**src/rtl/rp_pkg.sv**
```systemverilog
package rp_pkg;

    typedef enum logic [1:0] {
        K_MEM  = 2'b00,
        K_RSVD = 2'b01,
        K_CFG0 = 2'b10,
        K_CFG1 = 2'b11
    } req_kind_e;

    typedef enum logic [1:0] {
        C_SC  = 2'b00,
        C_UR  = 2'b01,
        C_CRS = 2'b10,
        C_RSV = 2'b11
    } cpl_st_e;

    typedef enum logic [2:0] {
        RT_LOCAL,
        RT_FWD,
        RT_CONV,
        RT_UR,
        RT_ONES
    } route_e;

    typedef enum logic [2:0] {
        S_IDLE,
        S_ROUTE,
        S_ISSUE,
        S_WAIT,
        S_LOCAL,
        S_RESP
    } state_e;

endpackage

```
**src/rtl/rp_window.sv**
```systemverilog
module rp_window #(
    parameter int WIN_W = 12
) (
    input  logic [WIN_W-1:0] page,
    input  logic [WIN_W-1:0] base,
    input  logic [WIN_W-1:0] limit,
    output logic             hit
);
    always_comb begin
        hit = (page >= base) && (page <= limit);
    end
endmodule

```
**src/rtl/rp_decode.sv**
```systemverilog
module rp_decode
    import rp_pkg::*;
#(
    parameter int BUS_W = 8,
    parameter int DEV_W = 5,
    parameter int WIN_W = 12,
    parameter int N_WIN = 2
) (
    input  logic [1:0]                  kind,
    input  logic                        write,
    input  logic [BUS_W-1:0]            bus,
    input  logic [DEV_W-1:0]            dev,
    input  logic [WIN_W-1:0]            page,
    input  logic                        link_up,
    input  logic [BUS_W-1:0]            sec_bus,
    input  logic [BUS_W-1:0]            sub_bus,
    input  logic [N_WIN-1:0][WIN_W-1:0] win_base,
    input  logic [N_WIN-1:0][WIN_W-1:0] win_lim,
    output route_e                      route
);
    logic [N_WIN-1:0] hit;
    req_kind_e        k;
    route_e           dead_rt;

    for (genvar g = 0; g < N_WIN; g++) begin : g_win
        rp_window #(.WIN_W(WIN_W)) u_win (
            .page (page),
            .base (win_base[g]),
            .limit(win_lim[g]),
            .hit  (hit[g])
        );
    end

    assign k       = req_kind_e'(kind);
    assign dead_rt = write ? RT_UR : RT_ONES;

    always_comb begin
        route = RT_UR;
        unique case (k)
            K_CFG0: route = RT_LOCAL;
            K_CFG1: begin
                if (bus == sec_bus) begin
                    if (!link_up || (dev != '0)) route = dead_rt;
                    else                         route = RT_CONV;
                end else if ((bus > sec_bus) && (bus <= sub_bus)) begin
                    route = link_up ? RT_FWD : dead_rt;
                end else begin
                    route = RT_UR;
                end
            end
            K_MEM:  route = ((|hit) && link_up) ? RT_FWD : RT_UR;
            K_RSVD: route = RT_UR;
        endcase
    end
endmodule

```
**src/rtl/rp_router.sv**
```systemverilog
module rp_router
    import rp_pkg::*;
#(
    parameter int BUS_W  = 8,
    parameter int DEV_W  = 5,
    parameter int FN_W   = 3,
    parameter int REG_W  = 10,
    parameter int ADDR_W = 32,
    parameter int DATA_W = 32,
    parameter int GRAN   = 20,
    localparam int WIN_W = ADDR_W - GRAN,
    localparam int ID_W  = BUS_W + DEV_W + FN_W
) (
    input  logic              clk,
    input  logic              rst_n,
    input  logic [BUS_W-1:0]  own_bus,
    input  logic [DEV_W-1:0]  own_dev,
    input  logic [FN_W-1:0]   own_fn,
    input  logic [BUS_W-1:0]  sec_bus,
    input  logic [BUS_W-1:0]  sub_bus,
    input  logic [WIN_W-1:0]  np_base,
    input  logic [WIN_W-1:0]  np_lim,
    input  logic [WIN_W-1:0]  pf_base,
    input  logic [WIN_W-1:0]  pf_lim,
    input  logic              link_up,
    input  logic              crs_vis_en,
    input  logic              req_valid,
    output logic              req_ready,
    input  logic [1:0]        req_kind,
    input  logic              req_write,
    input  logic [BUS_W-1:0]  req_bus,
    input  logic [DEV_W-1:0]  req_dev,
    input  logic [FN_W-1:0]   req_fn,
    input  logic [REG_W-1:0]  req_reg,
    input  logic [ADDR_W-1:0] req_addr,
    input  logic [DATA_W-1:0] req_wdata,
    output logic              dn_valid,
    output logic [1:0]        dn_kind,
    output logic              dn_write,
    output logic [BUS_W-1:0]  dn_bus,
    output logic [DEV_W-1:0]  dn_dev,
    output logic [FN_W-1:0]   dn_fn,
    output logic [REG_W-1:0]  dn_reg,
    output logic [ADDR_W-1:0] dn_addr,
    output logic [DATA_W-1:0] dn_wdata,
    output logic [ID_W-1:0]   dn_req_id,
    input  logic              cpl_valid,
    input  logic [1:0]        cpl_status,
    input  logic [DATA_W-1:0] cpl_data,
    input  logic [ID_W-1:0]   cpl_id,
    output logic              loc_sel,
    output logic              loc_write,
    output logic [REG_W-1:0]  loc_reg,
    output logic [DATA_W-1:0] loc_wdata,
    input  logic [DATA_W-1:0] loc_rdata,
    output logic              rsp_valid,
    output logic              rsp_ur,
    output logic [DATA_W-1:0] rsp_data,
    output logic [ID_W-1:0]   rsp_cpl_id
);
    localparam logic [DATA_W-1:0] ALL_ONES = '1;
    localparam logic [DATA_W-1:0] CRS_SHOW = {{(DATA_W-16){1'b1}}, 16'h0001};

    state_e             state, nxt;
    route_e             route, q_route;
    logic [1:0]         q_kind;
    logic               q_wr;
    logic [BUS_W-1:0]   q_bus;
    logic [DEV_W-1:0]   q_dev;
    logic [FN_W-1:0]    q_fn;
    logic [REG_W-1:0]   q_reg;
    logic [ADDR_W-1:0]  q_addr;
    logic [DATA_W-1:0]  q_wdata;
    logic [DATA_W-1:0]  rsp_data_q;
    logic               rsp_ur_q;
    logic [ID_W-1:0]    rsp_cid_q;
    logic [ID_W-1:0]    own_id;
    logic               cfg_read, posted, crs_show, crs_hidden;
    logic [1:0][WIN_W-1:0] wb, wl;

    assign own_id     = {own_bus, own_dev, own_fn};
    assign cfg_read   = q_kind[1] && !q_wr;
    assign posted     = (q_kind == K_MEM) && q_wr;
    assign crs_show   = crs_vis_en && cfg_read && (q_reg == '0);
    assign crs_hidden = cpl_valid && (cpl_st_e'(cpl_status) == C_CRS) && !crs_show;
    assign wb         = {pf_base, np_base};
    assign wl         = {pf_lim, np_lim};

    rp_decode #(
        .BUS_W(BUS_W), .DEV_W(DEV_W), .WIN_W(WIN_W), .N_WIN(2)
    ) u_dec (
        .kind    (q_kind),
        .write   (q_wr),
        .bus     (q_bus),
        .dev     (q_dev),
        .page    (q_addr[ADDR_W-1:GRAN]),
        .link_up (link_up),
        .sec_bus (sec_bus),
        .sub_bus (sub_bus),
        .win_base(wb),
        .win_lim (wl),
        .route   (route)
    );

    // state register
    always_ff @(posedge clk) begin
        if (!rst_n) state <= S_IDLE;
        else        state <= nxt;
    end

    // next-state selection
    always_comb begin
        nxt = state;
        unique case (state)
            S_IDLE:  if (req_valid) nxt = S_ROUTE;
            S_ROUTE: begin
                unique case (route)
                    RT_LOCAL:        nxt = S_LOCAL;
                    RT_FWD, RT_CONV: nxt = S_ISSUE;
                    default:         nxt = S_RESP;
                endcase
            end
            S_ISSUE: nxt = posted ? S_RESP : S_WAIT;
            S_WAIT:  if (cpl_valid) nxt = crs_hidden ? S_ISSUE : S_RESP;
            S_LOCAL: nxt = S_RESP;
            S_RESP:  nxt = S_IDLE;
            default: nxt = S_IDLE;
        endcase
    end

    // captured request and response datapath
    always_ff @(posedge clk) begin
        if (!rst_n) begin
            q_route    <= RT_UR;
            q_kind     <= '0;
            q_wr       <= 1'b0;
            q_bus      <= '0;
            q_dev      <= '0;
            q_fn       <= '0;
            q_reg      <= '0;
            q_addr     <= '0;
            q_wdata    <= '0;
            rsp_data_q <= '0;
            rsp_ur_q   <= 1'b0;
            rsp_cid_q  <= '0;
        end else begin
            unique case (state)
                S_IDLE: if (req_valid) begin
                    q_kind  <= req_kind;
                    q_wr    <= req_write;
                    q_bus   <= req_bus;
                    q_dev   <= req_dev;
                    q_fn    <= req_fn;
                    q_reg   <= req_reg;
                    q_addr  <= req_addr;
                    q_wdata <= req_wdata;
                end
                S_ROUTE: begin
                    q_route    <= route;
                    rsp_data_q <= ALL_ONES;
                    rsp_ur_q   <= (route == RT_UR);
                    rsp_cid_q  <= own_id;
                end
                S_ISSUE: if (posted) begin
                    rsp_data_q <= '0;
                    rsp_ur_q   <= 1'b0;
                    rsp_cid_q  <= own_id;
                end
                S_WAIT: if (cpl_valid) begin
                    rsp_cid_q <= cpl_id;
                    unique case (cpl_st_e'(cpl_status))
                        C_SC: begin
                            rsp_data_q <= cpl_data;
                            rsp_ur_q   <= 1'b0;
                        end
                        C_CRS: begin
                            rsp_data_q <= CRS_SHOW;
                            rsp_ur_q   <= 1'b0;
                        end
                        default: begin
                            rsp_data_q <= ALL_ONES;
                            rsp_ur_q   <= !cfg_read;
                        end
                    endcase
                end
                S_LOCAL: begin
                    rsp_data_q <= loc_rdata;
                    rsp_ur_q   <= 1'b0;
                    rsp_cid_q  <= own_id;
                end
                default: ;
            endcase
        end
    end

    // outputs
    always_comb begin
        req_ready  = (state == S_IDLE);
        dn_valid   = (state == S_ISSUE);
        loc_sel    = (state == S_LOCAL);
        rsp_valid  = (state == S_RESP);
        dn_kind    = (q_route == RT_CONV) ? 2'(K_CFG0) : q_kind;
        dn_write   = q_wr;
        dn_bus     = q_bus;
        dn_dev     = q_dev;
        dn_fn      = q_fn;
        dn_reg     = q_reg;
        dn_addr    = q_addr;
        dn_wdata   = q_wdata;
        dn_req_id  = own_id;
        loc_write  = q_wr;
        loc_reg    = q_reg;
        loc_wdata  = q_wdata;
        rsp_ur     = rsp_ur_q;
        rsp_data   = rsp_data_q;
        rsp_cpl_id = rsp_cid_q;
    end
endmodule

```
**config.mk**
```make
export PLATFORM = sky130hd
export DESIGN_NAME = rp_router
export DESIGN_NICKNAME = d
export VERILOG_FILES = /design/src/rtl/rp_pkg.sv /design/src/rtl/rp_window.sv /design/src/rtl/rp_decode.sv /design/src/rtl/rp_router.sv
export SDC_FILE = /design/constraint.sdc
export NUM_CORES = 1
export LEC_CHECK = 0
export ABC_AREA = 0
export BUFFER_PORTS_ARGS = -buffer_cell sky130_fd_sc_hd__buf_2
export CORE_AREA = 2 2 179 181
export CTS_BUF_LIST = sky130_fd_sc_hd__clkbuf_2
export DETAILED_ROUTE_END_ITERATION = 10
export DIE_AREA = 0 0 181 183
export PLACE_DENSITY = 0.6
export SETUP_SLACK_MARGIN = 0.15
export SYNTH_ARGS = -nofsm -noshare
export SYNTH_HDL_FRONTEND = slang
export SYNTH_SLANG_ARGS = --single-unit
```
**constraint.sdc**
```tcl
create_clock -name clk -period 5.1 [get_ports clk]
set_input_delay 0.255 -clock clk [delete_from_list [all_inputs] [get_ports clk]]
set_output_delay 0.255 -clock clk [all_outputs]
set_load 0.005 [all_outputs]
```
==> results of run 1 <==
## through the flow
step	hold slack, ns	total power, mW
floorplan	0.400	3.00
global placement	0.438	3.76
detailed placement	0.440	3.80
CTS	0.0491	5.01
global route	0.0603	5.38
finish	0.194	4.97
## area by class of cell
class | instances | area [sq um]
Clock buffer | 17 | 85.1
Antenna cell | 2 | 5.00
Tap cell | 402 | 503
Clock inverter | 14 | 143
Fill cell | 3171 | 17800
Multi-Input combinational cell | 727 | 4560
Inverter | 64 | 240
Sequential cell | 148 | 2960
Timing Repair Buffer | 725 | 4920
## worst max-delay path, delay by kind of cell, from the launching register on
kind                   cells  cell delay, ns
AO/OA/AOI/OAI              2            0.39
buffers and inverters      3            1.22
AND/OR/NAND/NOR            3            1.64
flip-flops                 1            0.57
## how the worst max path moves through the flow
stage              start            to  cells after the start
6_report        state[1]   rsp_data[8]                      8
5_1_grt         state[1]   rsp_data[8]                      8
4_1_cts         state[1]   rsp_data[8]                      8
3_5_place_dp    state[0]  rsp_data[26]                      5
3_3_place_gp    state[0]  rsp_data[20]                      5
2_1_floorplan  dn_bus[5]      state[1]                      7
## logic make-up (layout without fill, tap and decap cells)
kind of cell	Yosys count	in the layout
and+or+nand+nor	380	380
DFF	148	148
buffers and inverters	193	820
other	0	2
adders and majority gates	64	64
AOI/OAI and AO/OA	283	283
## per-layer routing
layer  up-vias  GRT usage  wire length, um
li1       4807          -                -
met1      4678      0.247            14700
met2       353      0.349            16700
met3        46     0.0401             1930
met4         0     0.0702              810
met5         -          0                0
## layout by cell type (no fill, tap or decap), drive strengths merged, types with 3 or more instances in the layout
cell type    netlist  layout
a21oi             21      21
o211ai            38      38
clkbuf            47      17
o211a             32      32
or2                4       4
dlygate4sd3        0     257
nand3             38      38
nand2b             5       5
clkinvlp           0       5
dfxtp            148     148
nand4             11      11
a21o               6       6
ha                64      64
nor4               3       3
nand3b             4       4
a31oi              3       3
nor2b             11      11
nor3               3       3
a21boi           113     113
nand2            254     254
nor2              34      34
a211oi             7       7
buf               82     468
inv               64      72
o21ai             48      48
nor3b              5       5
## what timing repair did
item / CTS / global route
hold endpoints to repair: 147 / 0
hold buffers: 257 / 0
gates resized for setup: 0 / 0
## where the power goes
group	switching (mW)	internal, mW	total [mW]
logic	1.24	1.22	2.46
clock network	0.522	0.189	0.711
registers	0.298	1.50	1.80
==> results.yml, run 1 <==
timing:
  fin_crit_sh: 0.762
  timing.final.ws_setup_ns: 1.21
  finalSetupViolCount: 0
  clock_skew_ns: 0.0370
  fmax_mhz: 257
  finalSetupTns_ns: 0
  drv_slew: 0
  fin_crit_ns: 3.89
  worst_pin_slew_ns: 1.17
  final_hold_viol_count: 0
  rsz0062_at_grt: "false"
  maxSlewHeadroom: 0.219
layout:
  area_delta_synth_final_pct: 58.0
  drive_above_1_share: 0.306
  fin_cells: 2099
  num-nets-final: 2008
  finish.utilization: 0.430
  design_area_sq_mm: 0.0134
detailed_routing:
  ant_nets: 0
  wl_per_cell_um: 16.3
  wl_um: 34100
  drtPass1Iterations: 7
  first_iter_violations: 468
  viasPerCell: 4.71
  vias: 9884
  drc: 0
clock_tree:
  numCtsBuffers: 17
  clock_path_buffers: 2
  cts_tree: "done"
  clk_latency_ns: 0.81
  cts_setup_buffers: 0
  clockRootBuffer: "clkbuf_2"
  clk_pin_slew_ns: 0.28
  cts-htree-levels: 4
  clkSinkCount: 148
yosys:
  synth_area_leaders: "dfxtp_1 (35%), nand2_1 (11%), a21boi_0 (9.5%), ha_1 (9.4%), buf_4 (5.3%)"
  synth_top_family_by_area: "compound AO/OA/AOI/OAI gates"
  synth_area_sq_mm: 0.00850
  synth_edf_count: 0
  yosysSeqAreaShare: 0.349
  synth_compound_area_frac: 0.246
  synth_mux_area_frac: 0
  ys_ff_latch: 148
  synth_cell_type_count: 58
  synth_top_cell_area_share: 0.349
  yosysTopAreaCell: "dfxtp_1"
  synth_xor_area_frac: 0
  synthSimpleGateAreaFrac: 0.195
  synth_nets: 1393
  async_reset_ff_frac: 0
  synthTopCellsByCount: "nand2_1 (253), dfxtp_1 (148), a21boi_0 (107)"
  postSynthCellCount: 1068
  synth_adder_area_share: 0.0943
  ys_warn_count: 0
  synth.avg_cell_area_sq_um: 7.95
  synth-main-ff-cell: "dfxtp_1"
  synth_most_common_cell: "nand2_1"
placement:
  numPortBuffers: 465
  pre_cts_slack_ns: 2.04
  placed_area_sq_mm: 0.0106
  place_inst: 1809
  hpwl_um: 23400
  gp_congestion: 0.820
floorplan:
  core_sq_mm: 0.0312
  fp-row-count: 65
  dieArea_sq_mm: 0.0331
  ios: 466
  dieHeight_um: 183
  dieWidth_um: 181
  start_util: 0.272
min_path:
  whs_path_depth: 4
  min_to: "dn_wdata[23]"
  holdCritStartpoint: "req_wdata[23]"
  min_path_type: "input port to flop"
power:
  power.density_mw_per_mm2: 370
  p_leak_nw: 6.82
  ir_worst_vdd_v: 0.000310
worst_setup_path:
  arrival_ns: 4.63
  r2r_end: "rsp_data[8]"
  crit_top_cell: "dlygate4sd3_1"
  r2r-start: "state[1]"
  reg2regPathDepth: 8
  rrSetupSlack_ns: 1.21
  cpMaxStageDelayCell: "nor2_4"
  worstPathRequired_ns: 5.85
  criticalPathCategory: "flop to flop"
  path_max_fanout: 34
  slowest_delay_ns: 0.65
  worstSetupEndpointType: "flop"
  cp_cell_sequence: "inv_2, nor2_4, nand2_2, or2_1, o211ai_1, dlygate4sd3_1, o211a_1, dlygate4sd3_1"
  startpoint_type: "flop"
global_routing:
  grt_max_degree: 94
  grt_usage: 0.201
  grt_pass1_wl_um: 52400
  grt_overflow: 0
  grt_pass1_vias: 9631
  antenna_found_initial: 2
job:
  cap_violations: 0
run_status:
  status: "finished clean"
Power figures use the tool's default switching activity.
==> run 2: changes to the inputs <==
==> constraint.sdc (replaced) <==
create_clock -name clk -period 3.6 [get_ports clk]
set_input_delay 0.18 -clock clk [delete_from_list [all_inputs] [get_ports clk]]
set_output_delay 0.18 -clock clk [all_outputs]
set_load 0.005 [all_outputs]
==> run 2 against run 1 <==
Clock power is 42% higher; clock skew is 0.0037 ns higher; routed wire length is 5.7% higher; via count is 3.7% higher; sequential share of layout area is 1.2 points lower; critical endpoint is now dn_addr[19]; power is 48% higher; first-iteration DRC count is 16% higher; worst setup slack worse by 0.78 ns; critical path type unchanged.
==> results.yml, run 2 (synthesis gave the netlist of run 1 again) <==
power:
  p_seq_frac: 0.342
  p_total_mw: 7.34
  swShare: 0.415
  power_frac_clock: 0.137
  p_leak_nw: 7.13
  p_int_mw: 4.29
  power.density_mw_per_mm2: 517
  comb_power_share: 0.521
  switching_power_mw: 3.05
  ir_worst_vdd_v: 0.000345
detailed_routing:
  drtPass1Iterations: 6
  viasPerCell: 4.70
  first_iter_violations: 542
  wl_um: 36100
  drc: 0
  vias: 10245
  ant_nets: 0
  wl_per_cell_um: 16.6
timing:
  drv_slew: 0
  timing.final.ws_setup_ns: 0.429
  worst_pin_slew_ns: 1.20
  fmax_mhz: 315
  finalSetupViolCount: 0
  maxSlewHeadroom: 0.200
  finalSetupTns_ns: 0
  fin_crit_sh: 0.881
  fin_crit_ns: 3.17
  rsz0062_at_grt: "false"
  final_hold_viol_count: 0
  clock_skew_ns: 0.0407
layout:
  most-common-layout-cells: "buf_2 (464), dlygate4sd3_1 (325), nand2_1 (252), dfxtp_1 (147), a21boi_0 (107)"
  drive_above_1_share: 0.297
  area_delta_synth_final_pct: 67.1
  layout_commonest_cell: "buf_2"
  num-nets-final: 2085
  n_fill_cell: 3080
global_routing:
  antenna_found_initial: 3
  grt_overflow: 0
  grt_pass1_wl_um: 54000
  grt_pass1_vias: 10164
  grt_max_degree: 94
  grt_usage: 0.207
floorplan:
  dieWidth_um: 181
  dieHeight_um: 183
  fp-row-count: 65
  start_util: 0.272
  ios: 466
  dieArea_sq_mm: 0.0331
  core_sq_mm: 0.0312
min_path:
  min_path_type: "input port to flop"
placement:
  gp_congestion: 0.843
  numPortBuffers: 465
  hpwl_um: 23100
  pre_cts_slack_ns: 1.02
clock_tree:
  clkSinkCount: 148
  cts_tree: "done"
  cts-htree-levels: 4
  clk_latency_ns: 0.81
  clock_path_buffers: 2
  clk_pin_slew_ns: 0.24
  numCtsBuffers: 17
  clockRootBuffer: "clkbuf_2"
run_status:
  status: "finished clean"
worst_setup_path:
  startpoint: "state[2]"
  arrival_ns: 3.92
  reg2regPathDepth: 6
  rrSetupSlack_ns: 0.43
  critPathCapture: "dn_addr[19]"
  r2r_end: "dn_addr[19]"
  path_max_fanout: 66
  startpoint_type: "flop"
  criticalPathCategory: "flop to flop"
  worstPathRequired_ns: 4.35
  r2r-start: "state[2]"
  worstSetupEndpointType: "flop"
job:
  cap_violations: 0
==> run 2: changes by cell type in the layout (fill, tap and decap cells not counted) <==
cell,previous run,this run
clkinv_4,0,3
buf_4,4,11
diode_2,2,3
clkinv_1,0,1
buf_12,0,1
dlygate4sd3_1,257,325
inv_6,6,4
clkinvlp_4,5,4
o21ai_2,0,1
==> run 2: metal layers <==
layer  vias up  GRT usage  wire length, um
li1       4973          -                -
met1      4774      0.246            14900
met2       423      0.366            17900
met3        75     0.0379             1980
met4         0     0.0911             1190
met5         -          0                0
==> run 2: critical path: stages, from the launching register on <==
cell           delay (ns)
dfxtp_1              0.53
nor3_2               0.44
and2_4               0.76
nand2_1              0.11
dlygate4sd3_1        0.58
a21boi_0             0.16
dlygate4sd3_1        0.56
==> run 2: worst min path at each step <==
stage	start	cells after the start	end	slack, ns
after detailed placement	req_wdata[18]	3	dn_wdata[18]	0.44
final	cpl_status[1]	7	state[0]	0.18
after global routing	cpl_status[1]	7	state[0]	0.07
after global placement	req_wdata[30]	3	dn_wdata[30]	0.43
after CTS	cpl_status[1]	7	state[0]	0.004
after floorplan	req_addr[10]	2	dn_addr[10]	0.32
==> run 2: area by class of cell <==
type / instances / area (sq um) / area share
repair buffers: 801 / 5680 / 0.400
multi-input cells: 728 / 4570 / 0.322
flip-flops and latches: 148 / 2960 / 0.209
well taps: 402 / 503 / 0.0354
inverters: 64 / 240 / 0.0169
clock inverters: 15 / 148 / 0.0104
clock buffers: 17 / 85.1 / 0.00599
diodes: 3 / 7.51 / 0.000529
==> run 2: timing repair <==
item / CTS / global route
hold endpoints to repair: 148 / 0
buffers inserted: 0 / 3
setup endpoints to repair: 0 / 12
hold buffers: 325 / 0
gates resized for setup: 0 / 0
==> run 2: metrics by stage <==
stage,cells,utilization,instance area (sq um),hold WS (ns)
2_1_floorplan,1068,-,8500,0.325
4_1_cts,2171,0.453,14200,0.00393
3_3_place_gp,1814,0.342,10700,0.430
6_report,2178,0.454,14200,0.176
3_5_place_dp,1814,0.342,10700,0.439
5_1_grt,2178,0.454,14200,0.0661
==> run 2: power by group through the flow <==
stage,Clock [mW],Sequential (mW),Combinational [mW]
final,1.01,2.51,3.82
after global routing,1.12,2.58,4.21
after CTS,1.07,2.49,3.71
after detailed placement,0,2.53,2.93
after global placement,0,2.51,2.90
after floorplan,0,2.49,1.76
==> run 3: changes to the inputs <==
==> constraint.sdc (replaced) <==
create_clock -name clk -period 3.5 [get_ports clk]
set_input_delay 0.175 -clock clk [delete_from_list [all_inputs] [get_ports clk]]
set_output_delay 0.175 -clock clk [all_outputs]
set_load 0.005 [all_outputs]
==> run 3 against run 2 <==
Combinational power increased by 6.0%; sequential share of layout area decreased by 0.17 points; routed wire length decreased by 0.11%; power increased by 6.2%; via count increased by 1.1%; core utilization increased by 0.38 points; final area increased by 0.84%; die area unchanged; clock skew increased by 0.0053 ns; first-iteration DRC count decreased by 21%; largest cell class unchanged; critical endpoint is now state[0].
==> results.yml, run 3 (synthesis gave the netlist of run 1 again) <==
detailed_routing:
  viasPerCell: 4.74
  vias: 10357
  wl_um: 36000
  ant_nets: 0
  wl_per_cell_um: 16.5
  drtPass1Iterations: 4
  drc: 0
  first_iter_violations: 427
layout:
  fin_cells: 2185
  area_delta_synth_final_pct: 68.5
  layout_commonest_cell: "buf_2"
  most-common-layout-cells: "buf_2 (464), dlygate4sd3_1 (330), nand2_1 (251), dfxtp_1 (147), a21boi_0 (107)"
  num-nets-final: 2090
  drive_above_1_share: 0.297
worst_setup_path:
  r2r_end: "state[0]"
  startpoint_type: "flop"
  rrSetupSlack_ns: 0.37
  worstSetupEndpointType: "flop"
  arrival_ns: 3.88
  r2r-start: "state[2]"
  path_max_fanout: 11
  worstPathRequired_ns: 4.25
  reg2regPathDepth: 8
  criticalPathCategory: "flop to flop"
placement:
  hpwl_um: 23500
  numPortBuffers: 465
  place_inst: 1815
  gp_congestion: 0.853
floorplan:
  dieHeight_um: 183
  ios: 466
  fp-row-count: 65
  dieArea_sq_mm: 0.0331
  start_util: 0.272
  dieWidth_um: 181
  core_sq_mm: 0.0312
timing:
  final_hold_viol_count: 0
  fin_crit_ns: 3.13
  fmax_mhz: 319
  fin_crit_sh: 0.895
  finalSetupViolCount: 0
  rsz0062_at_grt: "false"
  maxSlewHeadroom: 0.208
  clock_skew_ns: 0.0460
  finalSetupTns_ns: 0
  worst_pin_slew_ns: 1.19
  drv_slew: 0
clock_tree:
  clk_latency_ns: 0.81
  numCtsBuffers: 17
  clk_pin_slew_ns: 0.27
  cts-htree-levels: 4
  cts_tree: "done"
  clock_path_buffers: 2
  clkSinkCount: 148
  clockRootBuffer: "clkbuf_2"
global_routing:
  grt_overflow: 0
  grt_pass1_wl_um: 54700
  antenna_found_initial: 5
  grt_usage: 0.210
  grt_max_degree: 94
  grt_pass1_vias: 10468
power:
  ir_worst_vdd_v: 0.000262
  p_leak_nw: 7.16
  power.density_mw_per_mm2: 544
run_status:
  status: "finished clean"
min_path:
  holdCritStartpoint: "req_wdata[11]"
  min_path_type: "input port to flop"
  whs_path_depth: 4
  min_to: "dn_wdata[11]"
job:
  cap_violations: 0
[run 3: cell types whose count changed in the layout (fill, tap and decap cells not counted)]
| cell | delta |
|---|---|
| buf_12 | +1 |
| bufinv_16 | +2 |
| clkinv_2 | +1 |
| clkinv_4 | -3 |
| clkinvlp_4 | -2 |
| diode_2 | +2 |
| dlygate4sd3_1 | +5 |
| inv_6 | +1 |
| inv_8 | +1 |
| nand2_1 | -1 |
| nand2_2 | +1 |
| nor3_2 | -1 |
| nor3_4 | +1 |
| o21ai_2 | -1 |
[run 3: worst max path at each step]
stage	slack, ns	cells after the start	end	startpoint
2_1_floorplan	1.45	7	state[1]	dn_bus[5]
3_3_place_gp	1.10	5	q_kind[1]	state[2]
3_5_place_dp	1.03	8	state[0]	dn_addr[22]
4_1_cts	0.31	7	state[0]	state[2]
5_1_grt	0.19	9	state[0]	dn_addr[22]
6_report	0.37	8	state[0]	state[2]
[run 3: area by class of cell]
class / instances / area, sq um
Fill cell: 3034 / 16900
Timing Repair Buffer: 807 / 5750
Multi-Input combinational cell: 727 / 4570
Sequential cell: 148 / 2960
Tap cell: 402 / 503
Inverter: 64 / 240
Clock inverter: 15 / 191
Clock buffer: 17 / 85.1
Antenna cell: 5 / 12.5
[run 3: power breakdown]
part           leakage [nW]  total (mW)  switching [mW]  internal, mW
sequential             1.22        2.56           0.375          2.19
combinational          5.78        4.05            1.99          2.06
clock                 0.160        1.18           0.754         0.423
[run 3: per-stage QoR]
stage                     worst slack [ns]  cell area [sq um]  hold WS [ns]   util  power (mW)
final                                0.367              14300         0.162  0.458        7.79
after global routing                 0.186              14300        0.0621  0.458        8.37
after CTS                            0.311              14300       0.00963  0.456        7.71
after global placement                1.10              10700         0.427  0.342        5.58
after detailed placement              1.03              10700         0.435  0.342        5.62
after floorplan                       1.45               8500         0.320      -        4.37
[run 3: metal layers]
| layer | share of wire | up-vias | track usage | wire length (um) |
|---|---|---|---|---|
| li1 | - | 4976 | - | - |
| met4 | 0.051 | 0 | 0.124 | 1840 |
| met3 | 0.061 | 114 | 0.0528 | 2200 |
| met1 | 0.40 | 4851 | 0.235 | 14300 |
| met2 | 0.49 | 416 | 0.363 | 17700 |
| met5 | 0 | - | 0 | 0 |
[run 3: worst max-delay path, stage by stage, from the launching register on]
cell	delay, ns
dfxtp_1	0.73
o21ai_0	0.17
nand3_1	0.12
a21oi_1	0.09
dlygate4sd3_1	0.61
a21oi_1	0.13
dlygate4sd3_1	0.58
o41ai_2	0.07
dlygate4sd3_1	0.56
[run 3: timing repair]
item                       CTS  global route
hold buffers               330             0
setup buffers                0             3
setup endpoints to repair    0             3
hold endpoints to repair   148             0
gates resized for setup      0             2
